### src/rtl/mtimer_pkg.sv
package mtimer_pkg;

   localparam int DATA_W = 32;

   // unit window offsets
   localparam logic [3:0] OFF_PVAL = 4'h0;
   localparam logic [3:0] OFF_PRLD = 4'h4;
   localparam logic [3:0] OFF_CAPS = 4'h8;

   // channel window offsets
   localparam logic [3:0] OFF_CCNT = 4'h0;
   localparam logic [3:0] OFF_CRLD = 4'h4;
   localparam logic [3:0] OFF_CCTL = 4'h8;

   // control bit positions
   localparam int CB_EN   = 0;
   localparam int CB_AUTO = 1;
   localparam int CB_LOAD = 2;
   localparam int CB_IE   = 3;
   localparam int CB_PEND = 4;
   localparam int CTL_W   = 5;

   // capability flags
   localparam int CAPF_SEPIRQ = 8;
   localparam int CAPF_NOFRZ  = 9;

   function automatic logic [DATA_W-1:0] caps_word(input int nch, input int irq_base);
      logic [DATA_W-1:0] w;
      w = '0;
      w[2:0] = 3'(nch % 8);
      w[7:3] = 5'(irq_base);
      w[CAPF_SEPIRQ] = 1'b1;
      w[CAPF_NOFRZ]  = 1'b1;
      return w;
   endfunction

endpackage

### src/rtl/mtimer_prescaler.sv
module mtimer_prescaler #(
   parameter int PRE_W = 16
) (
   input  logic             clk,
   input  logic             rst_n,
   input  logic             wr_val,
   input  logic             wr_rld,
   input  logic [PRE_W-1:0] wdata,
   output logic [PRE_W-1:0] val_q,
   output logic [PRE_W-1:0] rld_q,
   output logic             tick
);

   assign tick = (val_q == '0);

   always_ff @(posedge clk) begin
      if (!rst_n) begin
         val_q <= '0;
         rld_q <= '0;
      end else begin
         if (wr_rld) rld_q <= wdata;
         if (wr_val)    val_q <= wdata;
         else if (tick) val_q <= rld_q;
         else           val_q <= val_q - 1'b1;
      end
   end

endmodule

### src/rtl/mtimer_channel.sv
module mtimer_channel
   import mtimer_pkg::*;
#(
   parameter int CNT_W = 32
) (
   input  logic               clk,
   input  logic               rst_n,
   input  logic               tick,
   input  logic               wr_cnt,
   input  logic               wr_rld,
   input  logic               wr_ctl,
   input  logic [CNT_W-1:0]   wdata,
   output logic [CNT_W-1:0]   cnt_q,
   output logic [CNT_W-1:0]   rld_q,
   output logic [CTL_W-1:0]   ctl_view,
   output logic               irq_q
);

   logic en_q, auto_q, ie_q, pend_q;
   logic at_zero;

   assign at_zero = (cnt_q == '0);

   always_comb begin
      ctl_view          = '0;
      ctl_view[CB_EN]   = en_q;
      ctl_view[CB_AUTO] = auto_q;
      ctl_view[CB_IE]   = ie_q;
      ctl_view[CB_PEND] = pend_q;
   end

   always_ff @(posedge clk) begin
      if (!rst_n) begin
         cnt_q  <= '0;
         rld_q  <= '0;
         en_q   <= 1'b0;
         auto_q <= 1'b0;
         ie_q   <= 1'b0;
         pend_q <= 1'b0;
         irq_q  <= 1'b0;
      end else begin
         irq_q <= 1'b0;
         if (wr_rld) rld_q <= wdata;
         if (wr_ctl) begin
            en_q   <= wdata[CB_EN];
            auto_q <= wdata[CB_AUTO];
            ie_q   <= wdata[CB_IE];
            if (wdata[CB_PEND]) pend_q <= 1'b0;
            if (wdata[CB_LOAD]) cnt_q  <= rld_q;
         end else if (wr_cnt) begin
            cnt_q <= wdata;
         end else if (tick && en_q) begin
            if (at_zero) begin
               if (ie_q) begin
                  pend_q <= 1'b1;
                  irq_q  <= 1'b1;
               end
               if (auto_q) cnt_q <= rld_q;
               else        en_q  <= 1'b0;
            end else begin
               cnt_q <= cnt_q - 1'b1;
            end
         end
      end
   end

endmodule

### src/rtl/mtimer_unit.sv
module mtimer_unit
   import mtimer_pkg::*;
#(
   parameter int NUM_CH   = 2,
   parameter int IRQ_BASE = 8,
   parameter int PRE_W    = 16,
   parameter int CNT_W    = 32,
   parameter int ADDR_W   = 8
) (
   input  logic                clk,
   input  logic                rst_n,
   input  logic                bus_wr,
   input  logic [ADDR_W-1:0]   bus_addr,
   input  logic [DATA_W-1:0]   bus_wdata,
   output logic [DATA_W-1:0]   bus_rdata,
   output logic [NUM_CH-1:0]   irq
);

   localparam logic [DATA_W-1:0] CAPS = caps_word(NUM_CH, IRQ_BASE);
   localparam int WIN_W = 4;

   // elaboration checks
   if (NUM_CH < 1 || NUM_CH > 8) begin : g_bad_nch
      $error("mtimer_unit: NUM_CH must be within 1..8");
   end
   if (IRQ_BASE < 0 || IRQ_BASE > 31) begin : g_bad_irqb
      $error("mtimer_unit: IRQ_BASE must fit in 5 bits");
   end
   if (PRE_W < 1 || PRE_W > 16) begin : g_bad_prew
      $error("mtimer_unit: PRE_W must be within 1..16");
   end
   if (CNT_W < 1 || CNT_W > DATA_W) begin : g_bad_cntw
      $error("mtimer_unit: CNT_W must be within 1..32");
   end
   if (ADDR_W < 8) begin : g_bad_aw
      $error("mtimer_unit: ADDR_W must be at least 8");
   end

   // address decode
   logic             hi_ok;
   logic [WIN_W-1:0] win;
   logic [3:0]       off;
   logic             unit_sel;

   if (ADDR_W > 8) begin : g_hi_chk
      assign hi_ok = ~|bus_addr[ADDR_W-1:8];
   end else begin : g_hi_none
      assign hi_ok = 1'b1;
   end

   assign win      = bus_addr[7:4];
   assign off      = bus_addr[3:0];
   assign unit_sel = hi_ok && (win == '0);

   // prescaler
   logic             pre_wr_val, pre_wr_rld, tick;
   logic [PRE_W-1:0] pre_val, pre_rld;

   assign pre_wr_val = bus_wr && unit_sel && (off == OFF_PVAL);
   assign pre_wr_rld = bus_wr && unit_sel && (off == OFF_PRLD);

   mtimer_prescaler #(.PRE_W(PRE_W)) u_pre (
      .clk    (clk),
      .rst_n  (rst_n),
      .wr_val (pre_wr_val),
      .wr_rld (pre_wr_rld),
      .wdata  (bus_wdata[PRE_W-1:0]),
      .val_q  (pre_val),
      .rld_q  (pre_rld),
      .tick   (tick)
   );

   // channels
   logic [NUM_CH-1:0]              ch_sel;
   logic [NUM_CH-1:0]              ch_pend;
   logic [NUM_CH-1:0]              ch_en;
   logic [NUM_CH-1:0][DATA_W-1:0]  ch_rd;

   for (genvar i = 0; i < NUM_CH; i++) begin : g_ch
      logic [CNT_W-1:0] cnt, rld;
      logic [CTL_W-1:0] ctl;
      logic             wr_c, wr_r, wr_k;

      assign ch_sel[i] = hi_ok && (win == WIN_W'(i + 1));
      assign wr_c = bus_wr && ch_sel[i] && (off == OFF_CCNT);
      assign wr_r = bus_wr && ch_sel[i] && (off == OFF_CRLD);
      assign wr_k = bus_wr && ch_sel[i] && (off == OFF_CCTL);

      mtimer_channel #(.CNT_W(CNT_W)) u_ch (
         .clk      (clk),
         .rst_n    (rst_n),
         .tick     (tick),
         .wr_cnt   (wr_c),
         .wr_rld   (wr_r),
         .wr_ctl   (wr_k),
         .wdata    (bus_wdata[CNT_W-1:0]),
         .cnt_q    (cnt),
         .rld_q    (rld),
         .ctl_view (ctl),
         .irq_q    (irq[i])
      );

      assign ch_pend[i] = ctl[CB_PEND];
      assign ch_en[i]   = ctl[CB_EN];

      always_comb begin
         ch_rd[i] = '0;
         if (ch_sel[i]) begin
            case (off)
               OFF_CCNT: ch_rd[i] = DATA_W'(cnt);
               OFF_CRLD: ch_rd[i] = DATA_W'(rld);
               OFF_CCTL: ch_rd[i] = DATA_W'(ctl);
               default:  ch_rd[i] = '0;
            endcase
         end
      end
   end

   // read mux
   always_comb begin
      bus_rdata = '0;
      if (unit_sel) begin
         case (off)
            OFF_PVAL: bus_rdata = DATA_W'(pre_val);
            OFF_PRLD: bus_rdata = DATA_W'(pre_rld);
            OFF_CAPS: bus_rdata = CAPS;
            default:  bus_rdata = '0;
         endcase
      end
      for (int i = 0; i < NUM_CH; i++) bus_rdata = bus_rdata | ch_rd[i];
   end

endmodule

### config.mk
export PLATFORM = sky130hd
export DESIGN_NAME = mtimer_unit
export DESIGN_NICKNAME = d
export VERILOG_FILES = /design/src/rtl/mtimer_pkg.sv /design/src/rtl/mtimer_prescaler.sv /design/src/rtl/mtimer_channel.sv /design/src/rtl/mtimer_unit.sv
export SDC_FILE = /design/constraint.sdc
export NUM_CORES = 1
export LEC_CHECK = 0
export ABC_CLOCK_PERIOD_IN_PS = 5360
export BUFFER_PORTS_ARGS = -buffer_cell sky130_fd_sc_hd__buf_2
export CORE_ASPECT_RATIO = 0.9
export CORE_MARGIN = 2
export CORE_UTILIZATION = 52
export CTS_CLUSTER_DIAMETER = 80
export DETAILED_ROUTE_END_ITERATION = 12
export PLACE_DENSITY = 0.8
export REMOVE_ABC_BUFFERS = 1
export SETUP_SLACK_MARGIN = 0.2
export SLEW_MARGIN = 30
export SYNTH_ARGS = -nofsm -noshare
export SYNTH_HDL_FRONTEND = slang
export SYNTH_HIERARCHICAL = 1
export SYNTH_SLANG_ARGS = --single-unit
### constraint.sdc
create_clock -name clk -period 5.36 [get_ports clk]
set_clock_uncertainty 0.05 [all_clocks]
set_input_delay 0 -clock clk [delete_from_list [all_inputs] [get_ports clk]]
set_output_delay 0 -clock clk [all_outputs]
set_load 0.005 [all_outputs]
# Yosys cells after proc, flatten, opt, wreduce, memory -nomap -nowiden
# Index checks and enable logic that the tools add are counted.
# classes
add_sub_neg	3
eq_ne	14
mux	43
bitwise_logic	7
reduce_logical	34
# ops
op	count
$mux 32	14
$pmux 32 s3	2
$logic_not 32->1	2
$or 32x32->32	2
$sub 32x1->32 const B	2
$mux 16	3
$pmux 16 s3	1
$mux 1	23
$logic_not 16->1	1
$sub 16x1->16 const B	1
$logic_and 1x1->1	13
$ne 2x2->1 const B	6
$reduce_bool 2->1	6
$reduce_and 5->1	2
$reduce_or 5->1	2
$logic_not 4->1	2
$ne 4x1->1 const B	2
$reduce_and 4->1	2
$reduce_and 3->1	2
$reduce_bool 3->1	2
$not 1->1	5
$eq 4x1->1 const B	1
$eq 4x2->1 const B	1
$eq 4x3->1 const B	1
2 further kinds	3
# word_totals
register_bits	170
inputBits	43
out_inout_bits	34
elab_cells	117

# Depth between registers and ports, before layout
# logic_depth
word_depth	5
depth_mapped	14
mapped_depth_nobuf	11

# Modules after synthesis
# Netlist, hierarchy kept.
# modules_own_cells
mod	n_inst	cells_each	area_each_um2	seq_area_each_um2
mtimer_channel	2	500	3993.8	1381.3
mtimer_prescaler	1	196	1716.6	640.6
mtimer_unit	1	208	1395.1	0.0

# Least setup slack after synthesis
# Ideal clock, no wire load.
# synth_path
kind	input-to-reg
start	input port bus_addr[5]
end	register g_ch[0].u_ch.cnt_q[2]
setup_time_ps	75
arrival_ps	2786
required_time_ps	5235
setup_slack_ps	2449
path_stages	14
n_path_buf	5
cell_sequence	buf_6 > or4b_1 > buf_2 > or3_1 > buf_2 > nor2_1 > or2_2 > clkbuf_1 > or3_1 > nor3_2 > or2_2 > buf_4 > a211o_1 > o22ai_1
# synth_via
elab_chain_len	5
word_cells_on_any_way	10
classes_between	eq/ne: 3; mux: 2; reduce/logical: 5
# synth_rtl
element	line_no	rtl
start: declaration	mtimer_unit.sv:13	input logic [ADDR_W-1:0] bus_addr,
$eq 4x1->1 (*)	mtimer_unit.sv:84	assign ch_sel[i] = hi_ok && (win == WIN_W'(i + 1));
$logic_and 1x1->1 (*) (2 in a row)	mtimer_unit.sv:87	assign wr_k = bus_wr && ch_sel[i] && (off == OFF_CCTL);
via g_ch[0].wr_k	mtimer_unit.sv:82	logic wr_c, wr_r, wr_k;
$ne 4x1->1 (no source line) (tied with other cells)	-	
$reduce_and 3->1 (no source line)	-	
end signal: assignment	mtimer_channel.sv:51	cnt_q <= wdata;
end signal: assignment	mtimer_channel.sv:58	if (auto_q) cnt_q <= rld_q;
end signal: assignment	mtimer_channel.sv:61	cnt_q <= cnt_q - 1'b1;
end: declaration	mtimer_channel.sv:13	output logic [CNT_W-1:0] cnt_q,
# The timed path passes the listed nets; every way through them passes the cells marked *.
# A chain may end at the register's enable or synchronous reset.

# Worst setup path in the final report
# layout_path
start	register u_pre.val_q[0]
end	register g_ch[0].u_ch.cnt_q[13]
# layout_via
elab_chain_len	4
# layout_rtl
element	line_no	rtl
start: declaration	mtimer_prescaler.sv:9	output logic [PRE_W-1:0] val_q,
start signal: assignment	mtimer_prescaler.sv:22	if (wr_val) val_q <= wdata;
start signal: assignment	mtimer_prescaler.sv:23	else if (tick) val_q <= rld_q;
start signal: assignment	mtimer_prescaler.sv:24	else val_q <= val_q - 1'b1;
$logic_not 16->1	mtimer_prescaler.sv:14	assign tick = (val_q == '0);
via tick	mtimer_unit.sv:56	logic pre_wr_val, pre_wr_rld, tick;
$logic_and 1x1->1	mtimer_channel.sv:52	end else if (tick && en_q) begin
$reduce_bool 3->1 (no source line)	-	
$reduce_and 3->1 (no source line)	-	
end signal: assignment	mtimer_channel.sv:49	if (wdata[CB_LOAD]) cnt_q <= rld_q;
end signal: assignment	mtimer_channel.sv:51	
end signal: assignment	mtimer_channel.sv:58	
# The timed path passes the listed nets, and every way through them passes these cells.

==> results.cfg <==
[yosys]
yosysTopAreaCell = dfxtp_1
synth.area.top_cells = dfxtp_1 (31%), mux2i_1 (10%), nor2_1 (5.1%), a22oi_1 (4.9%), nand2_1 (4.1%)
synthFlopType = dfxtp_1
async_flop_share_pct = 0
yosysUniqueCellTypes = 75
seq_area_frac_synth_pct = 30.7
synth-seq-cells = 170
yosys_warnings = 6
synthCells = 1404
synth_top_family_by_area = compound AO/OA/AOI/OAI gates
yosys.area.top_type_share_pct = 30.7
synth_edf_count = 0
synthXorXnorAreaFrac_pct = 1.42
synthAdderAreaFrac_pct = 0.676
muxShareOfSynthArea_pct = 11.1
syn_area_per_cell_sq_um = 7.91
syn_area_sq_mm = 0.0111
synth_compound_area_share_pct = 25.4
yosys.area_share.simple_pct = 25.3

[timing]
fmax_mhz = 270
rsz0062_at_grt = no
slew_viol_final = 0
finalWorstSetupSlack_ps = 1650
worstMarginPinSlew_ps = 1010
fin_crit_sh_pct = 69.2
setup_violations = 0
maxSlewHeadroom_pct = 32.2
hold_viol_final = 0
setup_tns_ps = 0
layout_min_cycle_time_ps = 3710

[layout]
fin_area_sq_mm = 0.0124
drive_gt1_share_pct = 12.7
final_nets = 1489
area_growth_syn_to_layout_pct = 11.8
final_cell_mix = dfxtp_1 (170), nor2_1 (148), nand2_1 (121), mux2i_1 (116), o21ai_0 (83)
fillers = 1940
final_common_cell = dfxtp_1
antenna_cells = 0

[cts]
htree_levels = 4
clockRootBuffer = clkbuf_16
cts.sinks = 170
cts-buffers-inserted = 17
clkTransAtPathRegs_ps = 70
cts_tree = built
clk_latency_ps = 440
clockBufferDepth = 2

[worst_setup_path]
required_ps = 5650
ff2ff_path_depth = 12
r2r-end = g_ch[0].u_ch/cnt_q[13]$_SDFFE_PN0P_
rrSetupSlack_ps = 1650
crit_path_end_kind = flip-flop
r2r_start = u_pre/val_q[0]$_SDFF_PN0_
critPathLaunchType = flip-flop
cp_max_fo = 12
cp.arrival_ps = 4000
path_class = flip-flop to flip-flop

[global_route]
grt-busiest-layer = met2
grt_max_degree = 52
overflow = 0
grt_pass1_wl_microns = 65000
grtUsageTotal_pct = 37.6
use_met3_pct = 9.04
use_met1_pct = 52.9
grt_use_met2_pct = 55.8
antenna_found_initial = 0
first_global_vias = 11000

[worst_hold_path]
hold_depth = 4
holdPathEnd = u_pre/val_q[6]$_SDFF_PN0_
hold_path.class = primary input to flip-flop
min_from = rst_n

[die]
initial_core_util_pct = 53.1
core_area_sq_mm = 0.0209
rows = 50
die_area_sq_mm = 0.0225
die_w_microns = 158
die_y_microns = 143
ioPinCount = 77

[place]
gp_congestion = 1.04
postPlaceCellArea_sq_mm = 0.0115
dp_hpwl_microns = 30500
portBuffers = 76
dpl_worst_slack_ps = 1400

[routing]
firstDrtPassIters = 6
avgViaCountPerCell = 7.02
drtAntennaViolNets = 0
finalWirelength_microns = 43000
post_drt_wl_per_cell_microns = 24.7
dr_total_vias = 12200
drc = 0
first_iter_violations = 2000

[power_and_ir_drop]
power_leakage_nw = 4.36
p_per_area_mw_per_mm2 = 271
peakVddDrop_mv = 0.195

[flow_run]
cap_violations = 0

[status]
status = complete, no violations
logic make-up after synthesis:
family | count (synthesis)
simple gates | 526
other cells | 2
xor+xnor | 18
mux | 122
fa+ha+maj | 6
flops | 170
compound gates | 426
buf+inv | 134
worst max-delay path by stage:
stage | startpoint | to | slack, ps | depth (start not counted)
2_1_floorplan | bus_addr[3] | g_ch[1].u_ch/rld_q[0]$_SDFFE_PN0P_ | -740 | 5
3_3_place_gp | bus_addr[5] | g_ch[0].u_ch/cnt_q[22]$_SDFFE_PN0P_ | 1510 | 11
3_5_place_dp | bus_addr[5] | g_ch[0].u_ch/cnt_q[13]$_SDFFE_PN0P_ | 1400 | 11
4_1_cts | bus_addr[5] | g_ch[0].u_ch/cnt_q[13]$_SDFFE_PN0P_ | 1830 | 11
5_1_grt | bus_addr[5] | g_ch[0].u_ch/cnt_q[13]$_SDFFE_PN0P_ | 1460 | 11
6_report | u_pre/val_q[0]$_SDFF_PN0_ | g_ch[0].u_ch/cnt_q[13]$_SDFFE_PN0P_ | 1650 | 12
report_power, final:
| part | switching [W] | total, W | internal [W] |
|---|---|---|---|
| registers | 0.000114 | 0.00143 | 0.00132 |
| logic | 0.000468 | 0.000754 | 0.000286 |
| clock network | 0.000575 | 0.00118 | 0.000602 |
| total | 0.00116 | 0.00336 | 0.00220 |
synth_stat cells (8+ instances only):
| cell type | n |
|---|---|
| a31oi_1 | 9 |
| o31ai_1 | 35 |
| nand2_1 | 121 |
| nor2b_1 | 8 |
| nand2b_1 | 12 |
| o221ai_1 | 12 |
| nor4_1 | 25 |
| nand4_1 | 19 |
| clkbuf_1 | 75 |
| nor4_4 | 8 |
| or2_2 | 10 |
| a21oi_1 | 74 |
| o22ai_1 | 55 |
| and2_1 | 9 |
| buf_2 | 10 |
| or4_1 | 15 |
| nor3_1 | 40 |
| dfxtp_1 | 170 |
| buf_1 | 9 |
| inv_1 | 19 |
| nand3_1 | 22 |
| nor4b_1 | 9 |
| o21ai_0 | 83 |
| xor2_1 | 9 |
| buf_4 | 14 |
| a211oi_1 | 8 |
| or3_1 | 29 |
| nor2_1 | 152 |
| xnor2_1 | 9 |
| a22oi_1 | 72 |
| mux2i_1 | 116 |
layout make-up:
cell class | count | area, sq um | share of cell area [%]
repair buffers | 131 | 893 | 7.20
flip-flops and latches | 170 | 3400 | 27.4
multi-input cells | 1100 | 7140 | 57.5
well taps | 286 | 358 | 2.88
clock inverters | 14 | 110 | 0.887
inverters | 20 | 75.1 | 0.605
clock buffers | 18 | 429 | 3.46
routing by layer:
layer | vias up | part of all wire (%)
li1 | 5397 | -
met5 | - | 0
met2 | 944 | 42
met1 | 5712 | 40
met4 | 0 | 4.3
met3 | 154 | 14
worst max-delay path: stages (launching register included):
cell	delay [ps]
dfxtp_1	360
inv_1	130
ha_1	230
nor4b_1	580
nand2_1	330
nor2_1	190
buf_4	230
nand2_1	140
nand2_1	90
nand2_1	150
nor2_2	470
nand2_1	310
o32ai_1	330
metrics by stage:
step / utilization [%] / cells / total power (W) / hold WS [ps]
finish: 59.4 / 1739 / 0.00336 / 76.0
global placement: 55.1 / 1674 / 0.00214 / 281
global route: 59.4 / 1739 / 0.00346 / 82.4
CTS: 59.4 / 1739 / 0.00333 / 53.6
detailed placement: 55.3 / 1675 / 0.00216 / 280
floorplan: - / 1290 / 0.00191 / 58.5
sequential cells by signal, indices dropped and copies added, names as in the netlist:
| signal | flops |
|---|---|
| u_pre/val_q | 16 |
| g_ch.u_ch/en_q | 2 |
| g_ch.u_ch/ie_q | 2 |
| g_ch.u_ch/pend_q | 2 |
| g_ch.u_ch/irq_q | 2 |
| u_pre/rld_q | 16 |
| g_ch.u_ch/cnt_q | 64 |
| g_ch.u_ch/auto_q | 2 |
| g_ch.u_ch/rld_q | 64 |
what timing repair did:
action	4_1_cts	5_1_grt
hold buffers	32	0
setup buffers	0	0
endpoints found under the hold margin	122	0
resized for setup	0	0
(Power assumes the default switching activity.)
